[config.mk]
export PLATFORM = sky130hd
export DESIGN_NAME = keyed_amp_shaper
export DESIGN_NICKNAME = d
export VERILOG_FILES = /design/src/rtl/kas_pkg.sv /design/src/rtl/kas_rate_prescaler.sv /design/src/rtl/kas_ramp_counter.sv /design/src/rtl/kas_sample_scaler.sv /design/src/rtl/keyed_amp_shaper.sv
export SDC_FILE = /design/constraint.sdc
export NUM_CORES = 1
export LEC_CHECK = 0
export ABC_CLOCK_PERIOD_IN_PS = 18600
export BUFFER_PORTS_ARGS = -buffer_cell sky130_fd_sc_hd__buf_2
export CAP_MARGIN = 20
export CORE_MARGIN = 4
export CORE_UTILIZATION = 60
export CTS_CLUSTER_DIAMETER = 60
export DETAILED_ROUTE_END_ITERATION = 16
export MAX_ROUTING_LAYER = met4
export PLACE_DENSITY_LB_ADDON = 0.2
export SLEW_MARGIN = 20
export SYNTH_ARGS = -nofsm -noshare
export SYNTH_HDL_FRONTEND = slang
export SYNTH_SLANG_ARGS = --single-unit
[constraint.sdc]
create_clock -name clk -period 18.6 [get_ports clk]
set_input_delay 3.72 -clock clk [delete_from_list [all_inputs] [get_ports clk]]
set_output_delay 3.72 -clock clk [all_outputs]
set_load 0.01 [all_outputs]
[src/rtl/kas_pkg.sv]
package kas_pkg;

  typedef enum logic [1:0] {
    SHAPE_BYPASS = 2'd0,
    SHAPE_MANUAL = 2'd1,
    SHAPE_AUTO   = 2'd2
  } shape_mode_e;

  function automatic shape_mode_e decode_mode(input logic en, input logic auto_sel);
    if (!en)           return SHAPE_BYPASS;
    else if (auto_sel) return SHAPE_AUTO;
    else               return SHAPE_MANUAL;
  endfunction

endpackage

[src/rtl/kas_rate_prescaler.sv]
module kas_rate_prescaler #(
  parameter int RATE_W = 8
) (
  input  logic              clk,
  input  logic              rst_n,
  input  logic              run_i,
  input  logic [RATE_W-1:0] rate_i,
  output logic              tick_o
);

  logic [RATE_W-1:0] div_q;

  // a step is due once the divider has counted rate_i idle cycles
  assign tick_o = run_i && (div_q >= rate_i);

  always_ff @(posedge clk or negedge rst_n) begin
    if (!rst_n)                 div_q <= '0;
    else if (!run_i || tick_o)  div_q <= '0;
    else                        div_q <= div_q + 1'b1;
  end

endmodule

[src/rtl/kas_ramp_counter.sv]
module kas_ramp_counter #(
  parameter int AMP_W = 14,
  parameter int SEL_W = 2
) (
  input  logic             clk,
  input  logic             rst_n,
  input  logic             run_i,
  input  logic             tick_i,
  input  logic             up_i,
  input  logic [SEL_W-1:0] step_sel_i,
  input  logic [AMP_W-1:0] ceil_i,
  output logic [AMP_W-1:0] amp_o
);

  localparam int SUM_W = AMP_W + 1;

  logic [AMP_W-1:0] amp_q;
  logic [AMP_W-1:0] amp_next;

  function automatic logic [SUM_W-1:0] step_of(input logic [SEL_W-1:0] sel);
    return SUM_W'(1) << sel;
  endfunction

  function automatic logic [AMP_W-1:0] advance(
    input logic [AMP_W-1:0] cur,
    input logic [SUM_W-1:0] step,
    input logic [AMP_W-1:0] ceil,
    input logic             up
  );
    logic [SUM_W-1:0] sum;
    sum = {1'b0, cur} + step;
    if (up) begin
      if (sum > {1'b0, ceil}) return ceil;
      else                    return sum[AMP_W-1:0];
    end else begin
      if ({1'b0, cur} <= step) return '0;
      else                     return cur - step[AMP_W-1:0];
    end
  endfunction

  assign amp_next = advance(amp_q, step_of(step_sel_i), ceil_i, up_i);

  always_ff @(posedge clk or negedge rst_n) begin
    if (!rst_n)      amp_q <= '0;
    else if (!run_i) amp_q <= '0;
    else if (tick_i) amp_q <= amp_next;
  end

  assign amp_o = amp_q;

endmodule

[src/rtl/kas_sample_scaler.sv]
module kas_sample_scaler #(
  parameter int SAMPLE_W = 16,
  parameter int AMP_W    = 14
) (
  input  logic                       clk,
  input  logic                       rst_n,
  input  logic                       bypass_i,
  input  logic signed [SAMPLE_W-1:0] sample_i,
  input  logic        [AMP_W-1:0]    scale_i,
  output logic signed [SAMPLE_W-1:0] sample_o
);

  localparam int PROD_W = SAMPLE_W + AMP_W + 1;

  logic signed [SAMPLE_W-1:0] scaled;

  function automatic logic signed [SAMPLE_W-1:0] apply_scale(
    input logic signed [SAMPLE_W-1:0] s,
    input logic        [AMP_W-1:0]    k
  );
    logic signed [PROD_W-1:0] prod;
    logic signed [PROD_W-1:0] shifted;
    prod    = PROD_W'(s) * PROD_W'($signed({1'b0, k}));
    shifted = prod >>> AMP_W;
    return shifted[SAMPLE_W-1:0];
  endfunction

  assign scaled = apply_scale(sample_i, scale_i);

  always_ff @(posedge clk or negedge rst_n) begin
    if (!rst_n)        sample_o <= '0;
    else if (bypass_i) sample_o <= sample_i;
    else               sample_o <= scaled;
  end

endmodule

[src/rtl/keyed_amp_shaper.sv]
module keyed_amp_shaper
  import kas_pkg::*;
#(
  parameter int SAMPLE_W = 16,
  parameter int AMP_W    = 14,
  parameter int SEL_W    = 2,
  parameter int RATE_W   = 8
) (
  input  logic                       clk,
  input  logic                       rst_n,
  input  logic                       key_en_i,
  input  logic                       auto_mode_i,
  input  logic [SEL_W+AMP_W-1:0]     ctrl_word_i,
  input  logic [RATE_W-1:0]          ramp_rate_i,
  input  logic                       key_pin_i,
  input  logic signed [SAMPLE_W-1:0] sample_i,
  output logic signed [SAMPLE_W-1:0] sample_o,
  output logic [AMP_W-1:0]           scale_o
);

  localparam int WORD_W = SEL_W + AMP_W;

  shape_mode_e      mode;
  logic             auto_run;
  logic             step_tick;
  logic [AMP_W-1:0] amp_level;
  logic [AMP_W-1:0] amp_field;
  logic [SEL_W-1:0] step_sel;
  logic             bypass;

  assign mode      = decode_mode(key_en_i, auto_mode_i);
  assign auto_run  = (mode == SHAPE_AUTO);
  assign bypass    = (mode == SHAPE_BYPASS);
  assign amp_field = ctrl_word_i[AMP_W-1:0];
  assign step_sel  = ctrl_word_i[WORD_W-1:AMP_W];

  kas_rate_prescaler #(.RATE_W(RATE_W)) u_pre (
    .clk    (clk),
    .rst_n  (rst_n),
    .run_i  (auto_run),
    .rate_i (ramp_rate_i),
    .tick_o (step_tick)
  );

  kas_ramp_counter #(.AMP_W(AMP_W), .SEL_W(SEL_W)) u_ramp (
    .clk        (clk),
    .rst_n      (rst_n),
    .run_i      (auto_run),
    .tick_i     (step_tick),
    .up_i       (key_pin_i),
    .step_sel_i (step_sel),
    .ceil_i     (amp_field),
    .amp_o      (amp_level)
  );

  always_comb begin
    unique case (mode)
      SHAPE_AUTO:   scale_o = amp_level;
      SHAPE_MANUAL: scale_o = amp_field;
      default:      scale_o = '1;
    endcase
  end

  kas_sample_scaler #(.SAMPLE_W(SAMPLE_W), .AMP_W(AMP_W)) u_mul (
    .clk      (clk),
    .rst_n    (rst_n),
    .bypass_i (bypass),
    .sample_i (sample_i),
    .scale_i  (scale_o),
    .sample_o (sample_o)
  );

endmodule

==> results.toml, run 1 <==
[outcome]
status = "finished clean"

[final_layout]
final.fill_count = 1563
multiInputGateArea_um2 = 9440
seq_area_um2 = 951
syn_to_final_growth_pct = 6.29
final_nets = 1718
final_core_util = 0.653
antenna_cells = 0
drive_above_1_share = 0.0751

[routing]
drc = 0
antenna_left = 0
drt-pass1-iter-count = 5
wire_per_inst_um = 17.8
routed_wl_um = 28800
vias = 9243
drt_iter0_drc = 655
vias_per_cell = 5.71

[yosys]
synthesis.nets = 1688
synthCells = 1328
yosysSeqAreaShare = 0.0822
synth.distinct_cells = 59
netlist_area_um2 = 11600
synthArstFlopShare = 1.00
synth.avg_cell_area_um2 = 8.72
ys_ff_latch = 38
synth_edf_count = 0
yosysWarnings = 0
ys.flop_type = "dfrtp_1"

[worst_setup_path]
r2r-start = "u_ramp.amp_o[0]$_DFFE_PN0N_"
ff2ff_path_depth = 21
slowest_delay_ns = 0.58
path_max_fanout = 22
crit_type = "primary input to register"
cpMaxStageDelayCell = "fa_1"
path_cells = "buf_2 -> mux2i_1 -> nand2_1 -> and2_1 -> fa_1 -> inv_1 -> fa_1 -> inv_1 -> fa_1 -> fa_1 -> fa_1 -> inv_1 -> fa_1 -> inv_1 -> ha_1 -> nand3_1 -> nor2_1 -> nand3_1 -> a211oi_1 -> o211ai_1 -> and3_1 -> o31ai_1"
endpoint_kind = "register"
worst_ep_arrival_time_ns = 10.85
critical_path_required_ns = 18.79
cp-start-kind = "primary input"
crit_top_cell = "fa_1"
r2r_slack_ns = 11.44
r2r-end = "u_mul.sample_o[15]$_DFF_PN0_"

[worst_hold_path]
hold_depth = 1
hold_class = "register to register"
hp-start = "u_pre.div_q[0]$_DFF_PN0_"
hold_end = "u_pre.div_q[0]$_DFF_PN0_"

[place]
io_buffer_count = 74
place.gp.congestion = 0.972
place_hpwl_um = 23200

[clocking]
cts_max_level = 2
path_clk_slew_ns = 0.07
cts-resized-gates = 0
cts_root_buf = "clkbuf_16"
cts_sinks = 38
numCtsBuffers = 5
cts_buffer_depth = 2
clkLatencyLatePin_ns = 0.29
cts_tree = "yes"
cts.hold.buffers_added = 0
cts_setup_buffers = 0

[die]
rows = 50
pin_count = 75
start_util = 0.615
dieArea_um2 = 21600
coreArea_um2 = 18800
die_h_um = 147
die_w_um = 147

[global_routing]
grt_max_degree = 47
antenna_found_initial = 0
overflow = 0
grt_pass1_vias = 9623
grt_pass1_wl_um = 48900
grt_use_total = 0.288

[timing]
fin_crit_sh = 0.573
fin_setup_tns_ns = 0
fmax_mhz = 93.8
slew_viol_final = 0
hold_viol_final = 0
clock_skew_ns = 0.00984
finalWorstPathRequiredPeriod_ns = 10.66
rsz0062_at_grt = "no"
max_slew.worst_pin.slew_ns = 0.928
max_slew_margin = 0.376
finalSetupViolCount = 0

[job]
max-cap-violations = 0
==> layout make-up <==
type	count	area share
clock buffer	5	0.0102
clock inverter	3	0.00559
inverter	257	0.0784
multi-input combinational	974	0.767
sequential	38	0.0773
tap	260	0.0264
timing repair buffer	82	0.0350
==> critical path: cells and delay by family <==
| family | cells | cell delay [ns] |
|---|---|---|
| fa+ha+maj | 7 | 3.58 |
| simple gates | 6 | 1.55 |
| compound gates | 3 | 0.91 |
| buf+inv | 5 | 0.64 |
| mux | 1 | 0.45 |
==> Yosys cell counts, types with 3 or more instances <==
library cell	n	share of area
inv_1	255	0.083
fa_1	215	0.37
nand2_1	141	0.046
and2_1	136	0.074
ha_1	100	0.11
a21oi_1	64	0.028
clkbuf_1	55	0.018
dfrtp_1	38	0.082
nor2_1	34	0.011
o21ai_0	30	0.013
nand3_1	29	0.013
xnor2_1	25	0.019
xor2_1	18	0.014
nor3_1	17	0.0074
o211ai_1	14	0.0091
mux2i_1	11	0.0095
o21a_1	11	0.0071
a211oi_1	10	0.0065
a21o_1	10	0.0065
nand2b_1	9	0.0049
and3_1	8	0.0043
nor2b_1	8	0.0043
mux2_2	7	0.0068
o21ai_1	7	0.0030
o221ai_1	6	0.0045
nand4_1	5	0.0027
and4_1	4	0.0030
o21bai_1	4	0.0026
o22ai_1	4	0.0022
o31ai_1	4	0.0026
or3_1	4	0.0022
a211o_1	3	0.0023
a311oi_1	3	0.0023
buf_1	3	0.00097
nor4_1	3	0.0016
o31a_1	3	0.0023
or4_1	3	0.0019
==> state kept, by name, indices dropped and copies added, names as in the netlist <==
signal and flops:
u_mul.sample_o 16, u_pre.div_q 8, u_ramp.amp_o 14
==> per-stage QoR <==
step	cells	hold WS [ns]	setup WS [ns]	instance area [um2]
after detailed placement	1611	0.554	7.71	12100
after global placement	1611	0.543	7.81	12100
after CTS	1619	0.564	8.01	12300
after global routing	1619	0.597	7.42	12300
final	1619	0.557	7.94	12300
after floorplan	1328	0.485	8.30	11600
==> layout by cell type, fill, tap and decap left out, drive strengths merged, types with 8 or more instances in the layout <==
cell and count:
nor3 17, a21oi 64, nand3 29, dfrtp 38, a211oi 11, nand2b 9, nor2 34, and3 8
mux2 8, xnor2 25, nor2b 8, xor2 18, o211ai 14, ha 100, nand2 141, inv 255
mux2i 11, fa 215, and2 136, buf 82, o21ai 37, o21a 11, a21o 10
==> layer usage <==
layer	track usage	up-vias	share of wire	wire, um
met4	0.0662	0	0.025	722
met3	0.0342	53	0.059	1690
met2	0.474	303	0.49	14100
met1	0.388	4653	0.43	12200
met5	-	-	0	0
li1	-	4234	-	-
==> worst max path at each step <==
stage / from / endpoint / slack [ns] / cells past startpoint
floorplan: auto_mode_i / u_mul.sample_o[12]$_DFF_PN0_ / 8.30 / 24
global placement: key_en_i / u_mul.sample_o[13]$_DFF_PN0_ / 7.81 / 21
detailed placement: auto_mode_i / u_mul.sample_o[15]$_DFF_PN0_ / 7.71 / 22
CTS: auto_mode_i / u_mul.sample_o[15]$_DFF_PN0_ / 8.01 / 22
global route: key_en_i / u_mul.sample_o[15]$_DFF_PN0_ / 7.42 / 23
finish: auto_mode_i / u_mul.sample_o[15]$_DFF_PN0_ / 7.94 / 22
==> cell families (layout without fill, tap and decap cells) <==
family | Yosys count | after routing | share of synthesized area
flops | 38 | 38 | 0.0822
mux | 19 | 19 | 0.0173
buf+inv | 316 | 347 | 0.103
simple gates | 404 | 404 | 0.177
xor+xnor | 43 | 43 | 0.0325
fa+ha+maj | 315 | 315 | 0.480
compound gates | 193 | 193 | 0.109
Power of run 1 is left out: the tool's default activity adds up to more than one toggle a clock period on the data nets, which glitch-free logic cannot reach.
==> run 2, diff against run 1 <==
- ABC_AREA: default -> 1
- ABC_CLOCK_PERIOD_IN_PS: 18600 -> 10700
- clock period: 18.6 -> 10.7 ns (I/O delays scaled with it)
==> results.toml, run 2 <==
[outcome]
status = "finished clean"

[die]
coreArea_um2 = 19500
die_w_um = 149
dieArea_um2 = 22100
start_util = 0.609
pin_count = 75
die_h_um = 149
rows = 51

[final_layout]
top_register = "u_mul.sample_o"
syn_to_final_growth_pct = 5.99
layout_common_cells = "inv_1 (347), nand2_1 (307), nor2_1 (222)"
drive_above_1_share = 0.0703
multiInputGateArea_um2 = 9290
seq_area_um2 = 951
final.fill_count = 1780
final_common_cell = "inv_1"
largest_reg_flops = 16
final_nets = 1981

[worst_hold_path]
hold_depth = 1
hold_end = "u_pre.div_q[0]$_DFF_PN0_"
hold_class = "register to register"
hp-start = "u_pre.div_q[0]$_DFF_PN0_"

[worst_setup_path]
critical_path_required_ns = 10.89
r2r-start = "u_ramp.amp_o[7]$_DFFE_PN0N_"
crit_type = "primary input to register"
ff2ff_path_depth = 21
r2r_slack_ns = 4.02
endpoint_kind = "register"
slowest_delay_ns = 0.68
cp-start-kind = "primary input"
cpMaxStageDelayCell = "o22ai_1"
crit_top_cell = "fa_1"
worst_ep_arrival_time_ns = 9.43
r2r-end = "u_mul.sample_o[10]$_DFF_PN0_"
path_max_fanout = 25

[yosys]
ys_ff_latch = 38
yosys.area.top_type = "fa_1"
yosysWarnings = 0
synthesis.nets = 1939
synthCells = 1579
synth_common_cells = "inv_1 (347), nand2_1 (307), nor2_1 (222)"
synth.distinct_cells = 47
yosysTopAreaCellShare = 0.363
synth.area.top_cells = "fa_1 (36%), inv_1 (11%), ha_1 (11%), nand2_1 (9.7%), dfrtp_1 (8.0%)"
netlist_area_um2 = 11900
yosysSeqAreaShare = 0.0802
ys.flop_type = "dfrtp_1"
synth.avg_cell_area_um2 = 7.50
synth.most_common_cell = "inv_1"
synth_edf_count = 0
synthArstFlopShare = 1.00

[timing]
fin_setup_tns_ns = 0
finalSetupViolCount = 0
max_slew.worst_pin.slew_ns = 1.05
max_slew_margin = 0.299
slew_viol_final = 0
fmax_mhz = 108
rsz0062_at_grt = "no"
hold_viol_final = 0
fin_crit_sh = 0.864
clock_skew_ns = 0.0115
finalWorstPathRequiredPeriod_ns = 9.25

[clocking]
cts_sinks = 38
cts_buffer_depth = 2
cts_setup_buffers = 0
cts_root_buf = "clkbuf_16"
cts-resized-gates = 0
cts_max_level = 2
clkLatencyLatePin_ns = 0.30
cts.hold.buffers_added = 0
numCtsBuffers = 5
cts_tree = "yes"
path_clk_slew_ns = 0.07

[global_routing]
grt_use_total = 0.327
grt_max_degree = 39
grt_pass1_wl_um = 54700
overflow = 0
antenna_found_initial = 0
grt_pass1_vias = 10700

[routing]
drt_iter0_drc = 691
drt-pass1-iter-count = 5
routed_wl_um = 33300
wire_per_inst_um = 17.6
vias_per_cell = 5.53
vias = 10400
antenna_left = 0
drc = 0

[place]
io_buffer_count = 74
place_hpwl_um = 28100
place.gp.congestion = 0.998

[job]
max-cap-violations = 0
[run 2: logic make-up after synthesis]
logic type               count (synthesis)  synth area share
flip-flops                              38            0.0802
AND/OR/NAND/NOR                        673             0.237
adder cells (fa/ha/maj)                315             0.469
AO/OA/AOI/OAI                          109            0.0537
buffers and inverters                  410             0.136
XOR/XNOR                                34            0.0251
[run 2: worst max path at each step]
stage	startpoint	endpoint	slack [ns]	depth (start not counted)
finish	key_en_i	u_mul.sample_o[10]$_DFF_PN0_	1.45	25
global route	key_en_i	u_mul.sample_o[15]$_DFF_PN0_	1.25	22
CTS	key_en_i	u_mul.sample_o[10]$_DFF_PN0_	1.55	25
detailed placement	key_en_i	u_mul.sample_o[10]$_DFF_PN0_	1.25	25
global placement	key_en_i	u_mul.sample_o[10]$_DFF_PN0_	1.30	25
floorplan	key_en_i	u_mul.sample_o[11]$_DFF_PN0_	2.81	31
[run 2: stage by stage]
| step | util | area (um2) | hold WS (ns) | setup slack [ns] | cells |
|---|---|---|---|---|---|
| global placement | 0.635 | 12400 | 0.480 | 1.30 | 1879 |
| finish | 0.645 | 12600 | 0.479 | 1.45 | 1888 |
| floorplan | - | 11900 | 0.454 | 2.81 | 1579 |
| global route | 0.645 | 12600 | 0.537 | 1.25 | 1887 |
| CTS | 0.645 | 12600 | 0.487 | 1.55 | 1887 |
| detailed placement | 0.635 | 12400 | 0.477 | 1.25 | 1879 |
[run 2: area by class of cell]
type / instances / share of cell area
inverters: 366 / 0.110
flip-flops and latches: 38 / 0.0757
repair buffers: 79 / 0.0325
clock inverters: 3 / 0.00548
clock buffers: 5 / 0.00996
well taps: 265 / 0.0264
diodes: 1 / 0.000199
multi-input cells: 1131 / 0.740
[run 2: critical path: cells and delay by family]
kind,cells,cell delay [ns]
AO/OA/AOI/OAI,4,1.31
buffers and inverters,8,1.54
AND/OR/NAND/NOR,6,1.03
adder cells (fa/ha/maj),7,3.38
[run 2: layer usage]
| layer | wire length [um] | track usage | up-vias |
|---|---|---|---|
| met5 | 0 | - | - |
| met4 | 1130 | 0.102 | 0 |
| met3 | 3220 | 0.0527 | 77 |
| met2 | 15600 | 0.511 | 474 |
| met1 | 13300 | 0.443 | 5069 |
| li1 | - | - | 4820 |
Power of run 2 is left out for the same reason.
==> run 3, diff against run 2 <==
--- a/config.mk
+++ b/config.mk
@@ -14,2 +14,3 @@
 export CTS_CLUSTER_DIAMETER = 60
+export CTS_CLUSTER_SIZE = 25
 export DETAILED_ROUTE_END_ITERATION = 16
==> constraint.sdc (replaced) <==
create_clock -name clk -period 10.7 [get_ports clk]
set_input_delay 0 -clock clk [delete_from_list [all_inputs] [get_ports clk]]
set_output_delay 0 -clock clk [all_outputs]
set_load 0.01 [all_outputs]
==> results.toml, run 3 (synthesized netlist as in run 2, its figures left out) <==
[outcome]
status = "finished clean"

[die]
die_w_um = 149
rows = 51
pin_count = 75
die_h_um = 149
dieArea_um2 = 22100
coreArea_um2 = 19500
start_util = 0.609

[final_layout]
largest_reg_flops = 16
multiInputGateArea_um2 = 9290
final_nets = 1979
syn_to_final_growth_pct = 5.94
final.fill_count = 1734
layout_common_cells = "inv_1 (347), nand2_1 (307), nor2_1 (222)"
top_register = "u_mul.sample_o"
final_common_cell = "inv_1"
drive_above_1_share = 0.0685
seq_area_um2 = 951

[timing]
rsz0062_at_grt = "no"
finalSetupViolCount = 0
fmax_mhz = 139
finalWorstPathRequiredPeriod_ns = 7.21
hold_viol_final = 0
max_slew_margin = 0.387
fin_setup_tns_ns = 0
fin_crit_sh = 0.674
slew_viol_final = 0
clock_skew_ns = 0.00914
max_slew.worst_pin.slew_ns = 0.920

[clocking]
numCtsBuffers = 5
cts_sinks = 38
cts_max_level = 2
cts_setup_buffers = 0
clkLatencyLatePin_ns = 0.30
cts_buffer_depth = 2
cts_tree = "yes"
path_clk_slew_ns = 0.07
cts_root_buf = "clkbuf_16"

[global_routing]
grt_pass1_vias = 10800
grt_pass1_wl_um = 55800
antenna_found_initial = 0
overflow = 0
grt_max_degree = 39
grt_use_total = 0.330

[worst_setup_path]
endpoint_kind = "register"
crit_type = "primary input to register"
critical_path_required_ns = 10.89
path_max_fanout = 25
cp-start-kind = "primary input"
worst_ep_arrival_time_ns = 7.41

[place]
place_hpwl_um = 28300
io_buffer_count = 74
place.gp.congestion = 1.01

[routing]
routed_wl_um = 33600
vias = 10500
wire_per_inst_um = 17.8
drt-pass1-iter-count = 5
drc = 0
drt_iter0_drc = 845
vias_per_cell = 5.57
antenna_left = 0

[job]
max-cap-violations = 0

[worst_hold_path]
hold_class = "primary input to register"
[run 3: routing by layer]
metal	GRT usage	vias up	share of wire
met1	0.444	5169	0.41
li1	-	4819	-
met4	0.0896	0	0.032
met5	-	-	0
met3	0.0497	79	0.079
met2	0.531	444	0.48
[run 3: repair_timing]
item,in CTS,in global routing
hold buffers,1,0
hold endpoints to repair,38,0
gates resized for setup,0,0
[run 3: worst max-delay path: stages]
cell	delay, ns
buf_2	0.42
inv_1	0.41
nor2_1	0.22
inv_2	0.15
o22ai_1	0.51
inv_1	0.44
nand2_1	0.19
fa_1	0.48
fa_1	0.53
inv_1	0.06
fa_1	0.57
fa_1	0.46
fa_1	0.51
inv_1	0.07
fa_1	0.54
inv_1	0.04
ha_1	0.34
inv_1	0.09
o21ai_0	0.16
nor2_1	0.32
o21ai_0	0.19
a211oi_1	0.36
nand3_1	0.14
nand3_1	0.11
nand2_1	0.06
[run 3: final cells by class]
class,count,share of cell area
diodes,3,0.000598
clock buffers,5,0.00997
clock inverters,3,0.00548
inverters,366,0.110
multi-input cells,1131,0.740
flip-flops and latches,38,0.0757
well taps,265,0.0264
repair buffers,77,0.0317
[run 3: path summary, 6_finish.rpt]
path	from	endpoint	slack [ns]	depth (start not counted)
worst max register to register	u_ramp.amp_o[7]$_DFFE_PN0N_	u_mul.sample_o[10]$_DFF_PN0_	3.88	21
min in group asynchronous	rst_n	u_ramp.amp_o[1]$_DFFE_PN0N_	0.25	2
worst max-delay path	key_en_i	u_mul.sample_o[10]$_DFF_PN0_	3.49	25
worst min-delay path	ctrl_word_i[1]	u_ramp.amp_o[1]$_DFFE_PN0N_	0.03	5
worst min register to register	u_pre.div_q[0]$_DFF_PN0_	u_pre.div_q[0]$_DFF_PN0_	0.48	1
max in group asynchronous	rst_n	u_mul.sample_o[2]$_DFF_PN0_	10.02	2
[run 3: metrics by stage]
stage          cell area (um2)  worst slack (ns)  hold slack, ns  std cells   util
4_1_cts                  12500              3.62          0.0323       1885  0.645
3_5_place_dp             12300              3.33           0.237       1876  0.634
2_1_floorplan            11900              4.95          -0.296       1579      -
3_3_place_gp             12300              3.43           0.213       1876  0.634
6_report                 12600              3.49          0.0260       1888  0.645
5_1_grt                  12500              3.18          0.0733       1885  0.645
Power of run 3 is left out for the same reason.
